<file path="src/rtl/spst_pkg.sv">
package spst_pkg;

    typedef enum logic {
        HI_ACTIVE = 1'b0,
        HI_GATED  = 1'b1
    } hi_mode_e;

endpackage

</file>
<file path="src/rtl/spst_lo_add.sv">
module spst_lo_add #(
    parameter int LO_W = 8
) (
    input  logic [LO_W-1:0] x_i,
    input  logic [LO_W-1:0] y_i,
    input  logic            cin_i,
    output logic [LO_W-1:0] sum_o,
    output logic            cout_o
);
    localparam int EXT_W = LO_W + 1;

    logic [EXT_W-1:0] wide;

    always_comb begin
        wide   = EXT_W'(x_i) + EXT_W'(y_i) + EXT_W'(cin_i);
        sum_o  = wide[LO_W-1:0];
        cout_o = wide[LO_W];
    end
endmodule

</file>
<file path="src/rtl/spst_detect.sv">
module spst_detect #(
    parameter int HI_W = 8
) (
    input  logic [HI_W-1:0] x_hi_i,
    input  logic [HI_W-1:0] y_hi_i,
    output logic            close_o,
    output logic            sign_o
);
    logic x_ones, x_zero, y_ones, y_zero;

    always_comb begin
        x_ones  = &x_hi_i;
        x_zero  = ~|x_hi_i;
        y_ones  = &y_hi_i;
        y_zero  = ~|y_hi_i;
        // predictable: both pure extension, at least one negative
        close_o = (x_ones | x_zero) & (y_ones | y_zero) & (x_ones | y_ones);
        sign_o  = x_ones & y_ones;
    end
endmodule

</file>
<file path="src/rtl/spst_se.sv">
module spst_se #(
    parameter int HI_W = 8
) (
    input  logic            sign_i,
    input  logic            carr_i,
    output logic [HI_W-1:0] hi_o
);
    generate
        if (HI_W > 1) begin : g_multi
            always_comb begin
                if (sign_i) begin
                    hi_o = {{(HI_W-1){1'b1}}, carr_i};
                end else begin
                    hi_o = {HI_W{~carr_i}};
                end
            end
        end else begin : g_single
            always_comb hi_o = sign_i ? carr_i : ~carr_i;
        end
    endgenerate
endmodule

</file>
<file path="src/rtl/spst_addsub.sv">
module spst_addsub #(
    parameter int WIDTH = 16,
    parameter int LO_W  = 8
) (
    input  logic             clk,
    input  logic             rst_n,
    input  logic [WIDTH-1:0] a_i,
    input  logic [WIDTH-1:0] b_i,
    input  logic             sub_i,
    output logic [WIDTH-1:0] result_o,
    output logic             hi_skipped_o
);
    import spst_pkg::*;

    localparam int HI_W = WIDTH - LO_W;

    // stage 1: operand conditioning, lower slice, detection
    logic [WIDTH-1:0] b_cond;
    logic [LO_W-1:0]  lo_sum_d;
    logic             lo_carry_d;
    logic             close_d, sign_d;
    hi_mode_e         mode_d, mode_q;

    logic [HI_W-1:0]  a_hi_q, b_hi_q;
    logic [LO_W-1:0]  lo_sum_q;
    logic             carr_ctrl_q, sign_q;

    // stage 2: gated upper adder, compensation, select
    logic [HI_W-1:0]  hi_a_g, hi_b_g, hi_add, se_hi, hi_res;
    logic             hi_c_g;

    assign b_cond = sub_i ? ~b_i : b_i;

    spst_lo_add #(.LO_W(LO_W)) u_lo (
        .x_i    (a_i[LO_W-1:0]),
        .y_i    (b_cond[LO_W-1:0]),
        .cin_i  (sub_i),
        .sum_o  (lo_sum_d),
        .cout_o (lo_carry_d)
    );

    spst_detect #(.HI_W(HI_W)) u_det (
        .x_hi_i  (a_i[WIDTH-1:LO_W]),
        .y_hi_i  (b_cond[WIDTH-1:LO_W]),
        .close_o (close_d),
        .sign_o  (sign_d)
    );

    // next-state: GATE when the new pair qualifies, WAKE when it does not
    always_comb begin
        mode_d = mode_q;
        unique case (mode_q)
            HI_ACTIVE: if (close_d)  mode_d = HI_GATED;
            HI_GATED:  if (!close_d) mode_d = HI_ACTIVE;
            default:   mode_d = HI_ACTIVE;
        endcase
    end

    // state register plus the registered control and operand bits
    always_ff @(posedge clk or negedge rst_n) begin
        if (!rst_n) begin
            mode_q      <= HI_ACTIVE;
            sign_q      <= 1'b0;
            carr_ctrl_q <= 1'b0;
            a_hi_q      <= '0;
            b_hi_q      <= '0;
            lo_sum_q    <= '0;
        end else begin
            mode_q      <= mode_d;
            sign_q      <= sign_d;
            carr_ctrl_q <= lo_carry_d;
            a_hi_q      <= a_i[WIDTH-1:LO_W];
            b_hi_q      <= b_cond[WIDTH-1:LO_W];
            lo_sum_q    <= lo_sum_d;
        end
    end

    spst_se #(.HI_W(HI_W)) u_se (
        .sign_i (sign_q),
        .carr_i (carr_ctrl_q),
        .hi_o   (se_hi)
    );

    // output process: AND gating of the upper adder, result selection
    always_comb begin
        hi_a_g = '0;
        hi_b_g = '0;
        hi_c_g = 1'b0;
        hi_res = se_hi;
        unique case (mode_q)
            HI_ACTIVE: begin
                hi_a_g = a_hi_q & {HI_W{1'b1}};
                hi_b_g = b_hi_q & {HI_W{1'b1}};
                hi_c_g = carr_ctrl_q;
                hi_res = hi_add;
            end
            HI_GATED: begin
                hi_res = se_hi;
            end
            default: hi_res = hi_add;
        endcase
    end

    assign hi_add = hi_a_g + hi_b_g + HI_W'(hi_c_g);

    always_ff @(posedge clk or negedge rst_n) begin
        if (!rst_n) begin
            result_o     <= '0;
            hi_skipped_o <= 1'b0;
        end else begin
            result_o     <= {hi_res, lo_sum_q};
            hi_skipped_o <= (mode_q == HI_GATED);
        end
    end
endmodule

</file>
<file path="config.mk">
export PLATFORM = sky130hd
export DESIGN_NAME = spst_addsub
export DESIGN_NICKNAME = d
export VERILOG_FILES = /design/src/rtl/spst_pkg.sv /design/src/rtl/spst_lo_add.sv /design/src/rtl/spst_detect.sv /design/src/rtl/spst_se.sv /design/src/rtl/spst_addsub.sv
export SDC_FILE = /design/constraint.sdc
export NUM_CORES = 1
export LEC_CHECK = 0
export BUFFER_PORTS_ARGS = -buffer_cell sky130_fd_sc_hd__buf_2
export CORE_ASPECT_RATIO = 0.6
export CORE_MARGIN = 2
export CORE_UTILIZATION = 54
export CTS_CLUSTER_SIZE = 10
export DETAILED_ROUTE_END_ITERATION = 8
export PLACE_DENSITY = 0.8
export REMOVE_ABC_BUFFERS = 1
export SLEW_MARGIN = 20
export SYNTH_ARGS = -nofsm -noshare
export SYNTH_HDL_FRONTEND = slang
export SYNTH_HIERARCHICAL = 1
export SYNTH_SLANG_ARGS = --single-unit
</file>
<file path="constraint.sdc">
create_clock -name clk -period 3.2 [get_ports clk]
set_input_delay 0.16 -clock clk [delete_from_list [all_inputs] [get_ports clk]]
set_output_delay 0.16 -clock clk [all_outputs]
set_load 0.02 [all_outputs]
</file>
==> impl_metrics.ini <==
[outcome]
status = complete, but fails checks
violations = negative hold slack

[global_route]
grt_pass1_wl_um = 6258
grt_max_degree = 45
track_usage_pct = 17.53
antenna_found_initial = 0
first_global_vias = 1342
grt-ovfl-total = 0

[job]
maxCapViolations = 0

[die]
start_util_pct = 56.23
io_pins = 52
die-area_mm2 = 0.004824
rows = 18
core_mm2 = 0.004099
die_y_um = 54.61
die_x_um = 88.34

[sta]
timing.fmax_mhz = 456.6
fin_crit_ns = 2.190
relSlewSlack_pct = 40.23
worstMarginPinSlew_ns = 0.8965
hold_ws_ns = -0.008533
drv_slew = 0
fin_skew_ns = 0.003455
hold_violations = 42
grt_setup_unrepaired = false
fin_setup_tns_ns = 0
fin_crit_sh_pct = 68.44
finalSetupViolCount = 0

[final_layout]
nNetsFinal = 311
regArea_mm2 = 0.001101
multi_input_area_mm2 = 0.001106
layout_commonest_cell = buf_2
drive_gt1_share_pct = 24.71
antenna_cells = 0
mostFrequentLayoutCells = buf_2, dfrtp_1, xor2_1
fillers = 344
area_delta_synth_final_pct = 17.70

[clock_network]
clock_latency_ns = 0.29
cts_buffers = 5
cts_tree = built
htree_levels = 2
cts_resized = 0
cts_root_buf = clkbuf_8
postCtsSetupBuffers = 0
cts.sinks = 44
clk_pin_slew_ns = 0.08
cts.path.max_buffers = 2

[placed_design]
hpwl_um = 3007
port_buffers = 51
place.gp.congestion = 0.8650

[drt]
initialDrtViolationCount = 68
drc = 0
dr.pass1.iters = 4
detail_route.wl_per_cell_um = 12.52
vias = 1595
vias_per_cell = 5.000
drt-total-wl_um = 3994
ant_nets = 0

[power]
ir_worst_vdd_mv = 0.2465
p_per_area_mw_per_mm2 = 566.6
seqPwrFrac_pct = 44.6
combPwrFrac_pct = 28.6
power_leakage_nw = 1.255
switching_share_pct = 30.55
internal-power_mw = 1.067
clkPwrFrac_pct = 26.7
switchingPower_uw = 469.5

[critical_path]
crit_fanout = 8
end_kind = flop
crit_path_start_kind = flop
arrival_ns = 2.38
path_class = reg -> reg
required_ns = 3.39

[yosys]
yosys_warnings = 6
yosysSeqAreaShare_pct = 47.77
ys_types = 40
synth-seq-cells = 44
netlist_instances = 208
avgSynthCellArea_um2 = 11.08
netlist_area_mm2 = 0.002305

[worst_hold_path]
hold_class = in -> async
==> per-layer routing <==
layer  routed length, µm  GRT usage, %
met1                2109         26.30
met2                1679         25.06
met3                 204         4.374
met4                   0         5.303
met5                   0             0
==> critical path, stage by stage, from the launching register on <==
cell	delay (ns)
dfrtp_1	0.45
nand2b_1	0.20
fa_1	0.47
fa_1	0.46
nor2b_4	0.14
o31a_1	0.15
a211oi_1	0.06
a21o_1	0.16
==> stage by stage <==
stage	instances	setup slack, ns	area, µm²	util (%)	power, mW
2_1_floorplan	196	0.7821	2233	-	0.9865
3_3_place_gp	308	1.045	2571	62.73	1.125
3_5_place_dp	308	0.9887	2571	62.73	1.133
4_1_cts	319	1.016	2713	66.18	1.550
5_1_grt	319	0.8880	2713	66.18	1.628
6_report	319	1.010	2713	66.18	1.537
==> synth_stat cells, drive strengths merged <==
cell | n | share of area, %
dfrtp | 44 | 48
xor2 | 20 | 7.6
ha | 14 | 7.6
nor2b | 14 | 4.1
nand2 | 11 | 1.8
buf | 9 | 2.6
o21ai | 9 | 2.0
nand2b | 8 | 2.2
inv | 7 | 1.1
a21oi | 6 | 1.5
nand4 | 6 | 1.6
nor2 | 6 | 0.98
nor3b | 5 | 1.6
a21o | 4 | 1.3
fa | 4 | 3.5
nand3 | 4 | 0.87
nor4 | 4 | 1.1
a211oi | 3 | 0.98
clkbuf | 3 | 0.49
or4 | 3 | 0.98
xnor2 | 3 | 1.1
a221oi | 2 | 0.76
a311o | 2 | 0.87
nor3 | 2 | 0.43
o21a | 2 | 0.65
o31a | 2 | 0.76
or3 | 2 | 0.54
a2bb2oi | 1 | 0.38
a31oi | 1 | 0.27
nand3b | 1 | 0.33
nand4bb | 1 | 0.49
o211ai | 1 | 0.33
o21bai | 1 | 0.33
o221a | 1 | 0.49
o31ai | 1 | 0.33
or2 | 1 | 0.27
==> sequential cells by signal (all words and copies together), names as in the netlist <==
signal	flops
carr_ctrl_q	1
result_o	16
a_hi_q	8
hi_skipped_o	1
b_hi_q	8
mode_q	1
sign_q	1
lo_sum_q	8
==> power by group through the flow <==
| stage | clock [mW] | combinational, mW | sequential (mW) |
|---|---|---|---|
| finish | 0.411 | 0.440 | 0.685 |
| global route | 0.443 | 0.488 | 0.697 |
| CTS | 0.421 | 0.443 | 0.686 |
| detailed placement | 0 | 0.436 | 0.697 |
| global placement | 0 | 0.428 | 0.697 |
| floorplan | 0 | 0.214 | 0.773 |
==> logic make-up after synthesis <==
family | count (synthesis) | share of synthesized area, %
AND/OR/NAND/NOR | 68 | 17.32
adder cells (fa/ha/maj) | 18 | 11.08
AO/OA/AOI/OAI | 36 | 10.86
buffers and inverters | 19 | 4.234
XOR/XNOR | 23 | 8.741
flip-flops | 44 | 47.77
==> worst paths after layout <==
kind | slack, ns | cells after the start | end | startpoint
worst min-delay path | -0.009 | 1 | lo_sum_q[5] | rst_n
worst min register to register | 0.35 | 0 | result_o[3] | lo_sum_q[3]
max in group asynchronous | 2.66 | 1 | b_hi_q[0] | rst_n
min in group clk | 0.01 | 1 | a_hi_q[5] | a_i[13]
worst max-delay path | 1.01 | 7 | result_o[12] | mode_q
worst max register to register | 1.01 | 7 | result_o[12] | mode_q
==> timing repair <==
action | 4_1_cts | 5_1_grt
setup endpoints to repair | 0 | 0
endpoints found under the hold margin | 3 | 0
hold buffers | 3 | 0
==> final cells by class <==
cell class              count  share of cell area (%)
clock inverters             3                   1.568
clock buffers               5                   2.537
inverters                   7                  0.9686
multi-input cells         145                   40.77
repair buffers             55                   10.79
flip-flops and latches     44                   40.59
well taps                  60                   2.768
Power figures use the tool's default switching activity.
